**src/rtl/sru_pkg.sv**
```systemverilog
package sru_pkg;

    localparam int DATA_W  = 32;
    localparam int IMM_W   = 6;
    localparam int SHAMT_W = $clog2(DATA_W);
    localparam int RING_W  = DATA_W + 1;
    localparam int RCNT_W  = $clog2(RING_W + 1);

    typedef enum logic [2:0] {
        OP_LSL  = 3'b000,
        OP_LSR  = 3'b001,
        OP_ASR  = 3'b010,
        OP_ROL  = 3'b011,
        OP_ROR  = 3'b100,
        OP_ROLC = 3'b101,
        OP_RORC = 3'b110,
        OP_PASS = 3'b111
    } sru_op_e;

    typedef struct packed {
        logic [DATA_W-1:0] value;
        logic              carry;
    } sru_res_t;

    // Plain shifts and rotates within the data word.
    function automatic sru_res_t f_plain(input sru_op_e op,
                                         input logic [DATA_W-1:0] a,
                                         input logic [SHAMT_W-1:0] k,
                                         input logic cin);
        sru_res_t                   r;
        logic [DATA_W:0]            w1;
        logic signed [DATA_W:0]     s1;
        logic [2*DATA_W-1:0]        w2;
        r  = '{value: a, carry: cin};
        w1 = '0;
        s1 = '0;
        w2 = '0;
        unique case (op)
            OP_LSL: begin
                w1 = {1'b0, a} << k;
                r.value = w1[DATA_W-1:0];
                r.carry = w1[DATA_W];
            end
            OP_LSR: begin
                w1 = {a, 1'b0} >> k;
                r.value = w1[DATA_W:1];
                r.carry = w1[0];
            end
            OP_ASR: begin
                s1 = {a, 1'b0};
                s1 = s1 >>> k;
                r.value = s1[DATA_W:1];
                r.carry = s1[0];
            end
            OP_ROL: begin
                w2 = {a, a} << k;
                r.value = w2[2*DATA_W-1:DATA_W];
                r.carry = w2[DATA_W];
            end
            OP_ROR: begin
                w2 = {a, a} >> k;
                r.value = w2[DATA_W-1:0];
                r.carry = w2[DATA_W-1];
            end
            default: r = '{value: a, carry: cin};
        endcase
        if (k == '0) r.carry = cin;
        return r;
    endfunction

    // Rotates through the carry: {cin, a} forms one ring.
    function automatic sru_res_t f_ring(input logic left,
                                        input logic [DATA_W-1:0] a,
                                        input logic [RCNT_W-1:0] k,
                                        input logic cin);
        logic [2*RING_W-1:0] w;
        logic [RING_W-1:0]   n;
        sru_res_t            r;
        if (left) begin
            w = {cin, a, cin, a} << k;
            n = w[2*RING_W-1:RING_W];
        end else begin
            w = {cin, a, cin, a} >> k;
            n = w[RING_W-1:0];
        end
        r.carry = n[DATA_W];
        r.value = n[DATA_W-1:0];
        return r;
    endfunction

endpackage

```
**src/rtl/sru_amount.sv**
```systemverilog
module sru_amount
    import sru_pkg::*;
(
    input  logic [DATA_W-1:0]  amt_reg,
    input  logic [IMM_W-1:0]   amt_imm,
    input  logic               use_imm,
    output logic [SHAMT_W-1:0] plain_amt,
    output logic [RCNT_W-1:0]  ring_amt
);
    logic [DATA_W-1:0] raw;
    logic [DATA_W-1:0] ring_mod;

    always_comb begin
        raw       = use_imm ? {{(DATA_W-IMM_W){1'b0}}, amt_imm} : amt_reg;
        ring_mod  = raw % DATA_W'(RING_W);
        plain_amt = raw[SHAMT_W-1:0];
        ring_amt  = ring_mod[RCNT_W-1:0];
    end
endmodule

```
**src/rtl/sru_plain_shifter.sv**
```systemverilog
module sru_plain_shifter
    import sru_pkg::*;
(
    input  sru_op_e            op,
    input  logic [DATA_W-1:0]  src,
    input  logic [SHAMT_W-1:0] amt,
    input  logic               cin,
    output sru_res_t           res
);
    always_comb res = f_plain(op, src, amt, cin);
endmodule

```
**src/rtl/sru_ring_rotator.sv**
```systemverilog
module sru_ring_rotator
    import sru_pkg::*;
(
    input  logic               left,
    input  logic [DATA_W-1:0]  src,
    input  logic [RCNT_W-1:0]  amt,
    input  logic               cin,
    output sru_res_t           res
);
    always_comb res = f_ring(left, src, amt, cin);
endmodule

```
**src/rtl/sru_carry_reg.sv**
```systemverilog
module sru_carry_reg (
    input  logic clk,
    input  logic rst,
    input  logic load,
    input  logic d,
    output logic q
);
    always_ff @(posedge clk) begin
        if (rst)       q <= 1'b0;
        else if (load) q <= d;
    end
endmodule

```
**src/rtl/shift_rotate_unit.sv**
```systemverilog
module shift_rotate_unit
    import sru_pkg::*;
(
    input  logic              clk,
    input  logic              rst,
    input  logic [2:0]        op_sel,
    input  logic [31:0]       src_a,
    input  logic [31:0]       amt_reg,
    input  logic [5:0]        amt_imm,
    input  logic              use_imm,
    input  logic              flag_we,
    output logic [31:0]       result,
    output logic              flag_n,
    output logic              flag_z,
    output logic              flag_c,
    output logic              carry_q
);
    sru_op_e            op;
    logic [SHAMT_W-1:0] plain_amt;
    logic [RCNT_W-1:0]  ring_amt;
    sru_res_t           plain_res;
    sru_res_t           ring_res;
    sru_res_t           sel_res;

    assign op = sru_op_e'(op_sel);

    sru_amount u_amount (
        .amt_reg   (amt_reg),
        .amt_imm   (amt_imm),
        .use_imm   (use_imm),
        .plain_amt (plain_amt),
        .ring_amt  (ring_amt)
    );

    sru_plain_shifter u_plain (
        .op  (op),
        .src (src_a),
        .amt (plain_amt),
        .cin (carry_q),
        .res (plain_res)
    );

    sru_ring_rotator u_ring (
        .left (op == OP_ROLC),
        .src  (src_a),
        .amt  (ring_amt),
        .cin  (carry_q),
        .res  (ring_res)
    );

    always_comb begin
        unique case (op)
            OP_ROLC, OP_RORC: sel_res = ring_res;
            OP_PASS:          sel_res = '{value: src_a, carry: carry_q};
            default:          sel_res = plain_res;
        endcase
        result = sel_res.value;
        flag_c = sel_res.carry;
        flag_n = sel_res.value[DATA_W-1];
        flag_z = (sel_res.value == '0);
    end

    sru_carry_reg u_carry (
        .clk  (clk),
        .rst  (rst),
        .load (flag_we),
        .d    (flag_c),
        .q    (carry_q)
    );
endmodule

```
**config.mk**
```make
export PLATFORM = sky130hd
export DESIGN_NAME = shift_rotate_unit
export DESIGN_NICKNAME = d
export VERILOG_FILES = /design/src/rtl/sru_pkg.sv /design/src/rtl/sru_amount.sv /design/src/rtl/sru_plain_shifter.sv /design/src/rtl/sru_ring_rotator.sv /design/src/rtl/sru_carry_reg.sv /design/src/rtl/shift_rotate_unit.sv
export SDC_FILE = /design/constraint.sdc
export NUM_CORES = 1
export LEC_CHECK = 0
export BUFFER_PORTS_ARGS = -buffer_cell sky130_fd_sc_hd__buf_4
export CELL_PAD_IN_SITES_DETAIL_PLACEMENT = 1
export CELL_PAD_IN_SITES_GLOBAL_PLACEMENT = 2
export CORE_MARGIN = 5
export CORE_UTILIZATION = 33
export CTS_CLUSTER_SIZE = 30
export DETAILED_ROUTE_END_ITERATION = 10
export PLACE_DENSITY_LB_ADDON = 0.1
export RECOVER_POWER = 25
export SYNTH_ARGS = -nofsm -noshare
export SYNTH_HDL_FRONTEND = slang
export SYNTH_SLANG_ARGS = --single-unit
```
**constraint.sdc**
```tcl
create_clock -name clk -period 26.1 [get_ports clk]
set_clock_uncertainty 0.2 [all_clocks]
set_input_delay 5.22 -clock clk [delete_from_list [all_inputs] [get_ports clk]]
set_output_delay 5.22 -clock clk [all_outputs]
set_load 0.05 [all_outputs]
```
# After elaboration in Yosys (flattened, before gate mapping)
# Index checks and enable logic that the tools add are counted.
dict set report word_totals {
  regBits 1
  out_inout_bits 36
  wordCells 25
}
dict set report classes {
  div_mod_pow 1
  eq_ne 7
  shifts 7
  muxes 5
  reduce_logical 4
}
# op n
set op_table {}
lappend op_table {{33-bit case mux with 5 select lines} 1}
lappend op_table {{33-bit case mux with 2 select lines} 1}
lappend op_table {{66-bit by 6-bit << shifter with 66-bit output} 1}
lappend op_table {{66-bit by 6-bit >> shifter with 33-bit output} 1}
lappend op_table {{64-bit by 5-bit << shifter with 64-bit output} 1}
lappend op_table {{64-bit by 5-bit >> shifter with 32-bit output} 1}
lappend op_table {{33-bit two-way mux} 1}
lappend op_table {{32-bit by 5-bit << shifter with 33-bit output} 1}
lappend op_table {{33-bit by 5-bit >> shifter with 33-bit output} 1}
lappend op_table {{33-bit by 5-bit >>> shifter with 33-bit output} 1}
lappend op_table {{32-bit logical NOT} 1}
lappend op_table {{32-bit by 6-bit remainder unit with 32-bit output, second input constant} 1}
lappend op_table {{32-bit two-way mux} 1}
lappend op_table {{3-bit equality test, second input constant} 4}
lappend op_table {{3-bit by 2-bit equality test with 1-bit output, second input constant} 2}
lappend op_table {{5-bit logical NOT} 1}
lappend op_table {{3-bit by 1-bit equality test with 1-bit output, second input constant} 1}
lappend op_table {{3-bit logical NOT} 1}
lappend op_table {{2-bit OR reduction} 1}
lappend op_table {{1-bit two-way mux} 1}

# Longest topological paths before layout
dict set report depth {
  ltp_word 6
  mapped_depth 80
  depth_no_buf 68
}

# By module
# Synthesis repeated with hierarchy kept, for this count alone.
dict set report hier_totals {
  cells_unflattened 2661
  area_unflattened_um2 21027.7
}
# mod instances cells_each area_each_um2 seq_area_each_um2
set modules_own_cells {}
lappend modules_own_cells {sru_amount 1 1022 6851.6 0.0}
lappend modules_own_cells {sru_plain_shifter 1 817 6791.5 0.0}
lappend modules_own_cells {sru_ring_rotator 1 681 5963.2 0.0}
lappend modules_own_cells {shift_rotate_unit 1 138 1387.6 0.0}
lappend modules_own_cells {sru_carry_reg 1 3 33.8 20.0}

# Worst setup path before layout
# OpenSTA, ideal clock, no wires.
dict set report synth_timing {
  path_kind {in2out}
  startpoint {in amt_reg[31]}
  endpoint {out flag_z}
  arrival_time_ns 23.652
  t_required_ns 20.680
  setup_slack_ns -2.972
  path_stages 74
  n_path_buf 7
  path_cell_list {buf_4 -> nand2b_2 -> a31o_2 -> xnor2_2 -> a31o_1 -> or4_4 -> nand2b_4 -> a32oi_2 -> nand3_2 -> and2_4 -> o32a_1 -> buf_6 -> a211o_1 -> a31o_1 -> or2_1 -> buf_6 -> a21oi_4 -> a31oi_1 -> (+38 left out) -> nand2_1 -> inv_1 -> ha_1 -> nor2_1 -> o2111ai_4 -> buf_12 -> nand4_4 -> clkbuf_1 -> a21oi_1 -> or4b_1 -> a211oi_1 -> o21ai_0 -> o21ai_0 -> a2111oi_0 -> o41ai_1 -> nor4_1 -> nand2_1 -> nor4_2}
}
dict set report synth_via {
  elab_chain_cells 6
}
# item line_no
set synth_rtl {}
lappend synth_rtl {{start: declaration} shift_rotate_unit.sv:8} ;# input logic [31:0] amt_reg,
lappend synth_rtl {{32-bit two-way mux (*)} sru_amount.sv:14} ;# raw = use_imm ? {{(DATA_W-IMM_W){1'b0}}, amt_imm} : amt_reg;
lappend synth_rtl {{32-bit by 6-bit remainder unit with 32-bit output (*)} sru_amount.sv:15} ;# ring_mod = raw % DATA_W'(RING_W);
lappend synth_rtl {{66-bit by 6-bit >> shifter with 33-bit output / 66-bit by 6-bit << shifter with 66-bit output (equally long branches)} {sru_pkg.sv:83, sru_pkg.sv:80}}
lappend synth_rtl {{33-bit two-way mux (*)} sru_pkg.sv:79} ;# if (left) begin
lappend synth_rtl {{33-bit case mux with 2 select lines (*)} shift_rotate_unit.sv:52} ;# unique case (op)
lappend synth_rtl {{net result[24]} shift_rotate_unit.sv:12} ;# output logic [31:0] result,
lappend synth_rtl {{32-bit logical NOT (*)} shift_rotate_unit.sv:60} ;# flag_z = (sel_res.value == '0);
lappend synth_rtl {{end: declaration} shift_rotate_unit.sv:14} ;# output logic flag_z,
# The timed path passes the listed nets; every way through them passes the cells marked *.

# Worst setup path after layout
dict set report layout_timing {
  startpoint {in use_imm}
  endpoint {out flag_z}
}
dict set report layout_via {
  elab_chain_cells 6
}
# item line_no
set layout_rtl {}
lappend layout_rtl {{start: declaration} shift_rotate_unit.sv:10} ;# input logic use_imm,
lappend layout_rtl {{32-bit two-way mux (*)} sru_amount.sv:14}
lappend layout_rtl {{32-bit by 6-bit remainder unit with 32-bit output} sru_amount.sv:15}
lappend layout_rtl {{66-bit by 6-bit >> shifter with 33-bit output / 66-bit by 6-bit << shifter with 66-bit output (equally long branches)} {sru_pkg.sv:83, sru_pkg.sv:80}}
lappend layout_rtl {{33-bit two-way mux} sru_pkg.sv:79}
lappend layout_rtl {{33-bit case mux with 2 select lines (*)} shift_rotate_unit.sv:52}
lappend layout_rtl {{32-bit logical NOT (*)} shift_rotate_unit.sv:60}
# Every way passes the cells marked *; elsewhere a longest branch is shown, timed or not.

==> impl_metrics.py <==
metrics = {
    "status": {
        "outcome": "finished, violations left",
        "failed_checks": "negative setup slack",
    },
    "placement": {
        "dp_hpwl_mm": 98.4,
        "placed_area_sq_um": 26600,
        "portBuffers": 112,
        "gp_congestion": 1.10,
    },
    "timing": {
        "final_hold_viol_count": 0,
        "rsz0062_at_grt": "true",
        "worst_slack_ns": -3.49,
        "min_period_ns": 29.59,
        "max_slew_margin_pct": 0.779,
        "hold_ws_ns": 0.728,
        "finalSetupTns_ns": -98.52,
        "setup_viol": 35,
        "max_freq_mhz": 33.8,
        "period_share_pct": 113,
        "worst_pin_slew_ns": 1.49,
        "finalMaxSlewViolations": 0,
    },
    "layout": {
        "reg_top3": "u_carry.q (1)",
        "largest_register_ffs": 1,
        "final_nets": 3702,
        "n_antenna_cell": 0,
        "layout-drive-gt1-share_pct": 51.5,
        "fillers": 6435,
        "top_register": "u_carry.q",
        "fin_util_pct": 59.6,
        "multi_input_area_sq_um": 21200,
        "fin_area_sq_um": 32200,
        "area_delta_synth_final_pct": 78.1,
        "register_area_sq_um": 20.0,
    },
    "global_routing": {
        "first_global_vias": 29900,
        "grt_util_all_layers_pct": 40.8,
        "antenna_found_initial": 2,
        "grt_overflow": 0,
        "grt_max_degree": 73,
        "grt_pass1_wl_mm": 192,
    },
    "worst_setup_path": {
        "critical_path.slowest_cell": "or4b_4",
        "startpoint_type": "input pin",
        "reg2reg_slack_ns": 22.28,
        "crit_top_cell": "buf_4",
        "end_kind": "primary output",
        "worstSetupPathType": "input pin to primary output",
        "crit_path_max_incr_delay_ns": 0.57,
        "required_ns": 20.68,
        "crit_family": "compound AO/OA/AOI/OAI gates",
        "critPathBufInv": 18,
        "crit_fanout": 9,
        "cp.arrival_ns": 24.17,
    },
    "route": {
        "met3_length_mm": 16.4,
        "drt_iter0_drc": 3786,
        "route.met2.wl_mm": 59.8,
        "wire_per_inst_um": 32.0,
        "vias": 30000,
        "via_per_inst": 6.95,
        "ant_nets": 0,
        "drc": 0,
        "drtPass1Iterations": 6,
        "wl_met1_mm": 54.0,
        "wl_mm": 138,
        "highest_layer": "met5",
    },
    "clock_tree": {
        "clk_pin_slew_ns": 0,
        "worstSkewPairLatency_ns": 0,
        "cts_hold_buf": 0,
    },
    "logic_synthesis": {
        "synth_top_cell_area_share_pct": 15.6,
        "synth_ff_type": "dfxtp_1",
        "synth_area_leader_cell": "mux2i_1",
        "async_flop_share_pct": 0,
        "ys_seq_area_share_pct": 0.111,
        "ys_types": 158,
        "synthCells": 2702,
        "synth.area.top_cells": "mux2i_1 16%, a21oi_1 7.9%, nor2_1 5.9%",
        "ys_warn_count": 0,
        "synth_edf_count": 0,
        "synth_seq_cells": 1,
        "netlist_area_sq_um": 18100,
        "synth.avg_cell_area_sq_um": 6.69,
        "synth.net_count": 2783,
    },
    "floorplanning": {
        "die_x_um": 244,
        "core_sq_um": 54000,
        "row_count": 85,
        "pin_count": 113,
        "start_util_pct": 33.4,
        "dieHeight_um": 244,
        "die_area_sq_um": 59500,
    },
    "flow_run": {
        "maxCapViolations": 0,
    },
    "min_path": {
        "holdCritPathClass": "flop to flop",
    },
}
## area by class of cell
class	instances	share of cell area, %
Inverter	32	0.389
Tap cell	696	2.71
Multi-Input combinational cell	2438	65.9
Sequential cell	1	0.0622
Timing Repair Buffer	1148	31.0
## stage by stage
stage | std cells | worst slack (ns)
2_1_floorplan | 2702 | -1.71
3_3_place_gp | 4129 | -2.87
3_5_place_dp | 4129 | -3.66
4_1_cts | 4236 | -2.14
5_1_grt | 4315 | -4.00
6_report | 4315 | -3.49
## worst paths after layout
kind | startpoint | end | cells past startpoint
min reg2reg | u_carry.q | u_carry.q | 3
min | u_carry.q | u_carry.q | 3
max reg2reg | u_carry.q | u_carry.q | 15
max | use_imm | flag_z | 84
## kinds of logic after synthesis
logic type / share of synthesized area (%)
muxes: 19.6
DFF: 0.111
and+or+nand+nor: 28.0
xor gates and xnor gates: 2.01
adders and majority gates: 0.388
AOI/OAI and AO/OA: 42.6
buffers and inverters: 7.26
## synthesized netlist by cell type (all sizes together) (18+ instances only)
cell type  count
a2111oi       22
a211o         19
a211oi        47
a21o          28
a21oi        290
a221oi        20
a22oi         28
a31oi         52
a32oi         19
and2          41
and3          26
buf          111
clkbuf       121
inv           30
mux2          28
mux2i        281
mux4          18
nand2        236
nand3         79
nand4         22
nor2         286
nor2b         23
nor3          79
nor4          35
o2111ai       19
o211ai        43
o21a          21
o21ai        184
o221ai        32
o22ai         60
o31ai         27
or2           20
or3           27
or4           57
xnor2         21
## placed cells by master, fill, tap and decap left out, drive strengths merged, types with 19 or more instances in the layout
cell type     n
nor2b        23
a21oi       290
nor4         35
o221ai       32
nor3         79
nor2        286
or3          27
and3         26
o21ai       184
a21o         28
and2         41
xnor2        21
o2111ai      19
o31ai        27
nand2       236
mux2         28
nand4        22
a211o        19
or2          20
nand3        80
a221oi       20
o22ai        60
a22oi        28
buf        1148
o21a         21
a31oi        52
or4          57
mux2i       281
a2111oi      22
a32oi        19
a211oi       47
inv          30
o211ai       43
## per-layer routing
metal  up-vias  global-route usage (%)
li1      12500                       -
met1     14900                    54.0
met2      2073                    64.6
met3       552                    9.86
met4         4                    15.0
met5         -                       0
## worst register-to-register path: stages, from the launching register on
cell      delay, ns
dfxtp_1        0.28
buf_4          0.27
inv_1          0.28
a2111o_1       0.56
buf_4          0.19
nor2_1         0.09
a211oi_1       0.06
buf_4          0.18
buf_4          0.15
o22ai_4        0.18
nor3_2         0.07
a211o_1        0.34
o221ai_4       0.11
buf_4          0.14
mux2i_1        0.05
nor2_1         0.49
## timing repair
item                                    4_1_cts  5_1_grt
endpoints found under the setup margin       35       35
resized for setup                           522      305
gates cloned                                 10        0
buffers inserted                            114       99
pin swaps                                   157      163
Power is not shown: default switching activity piles up to over one toggle a cycle in this logic, so the estimate is an artifact.
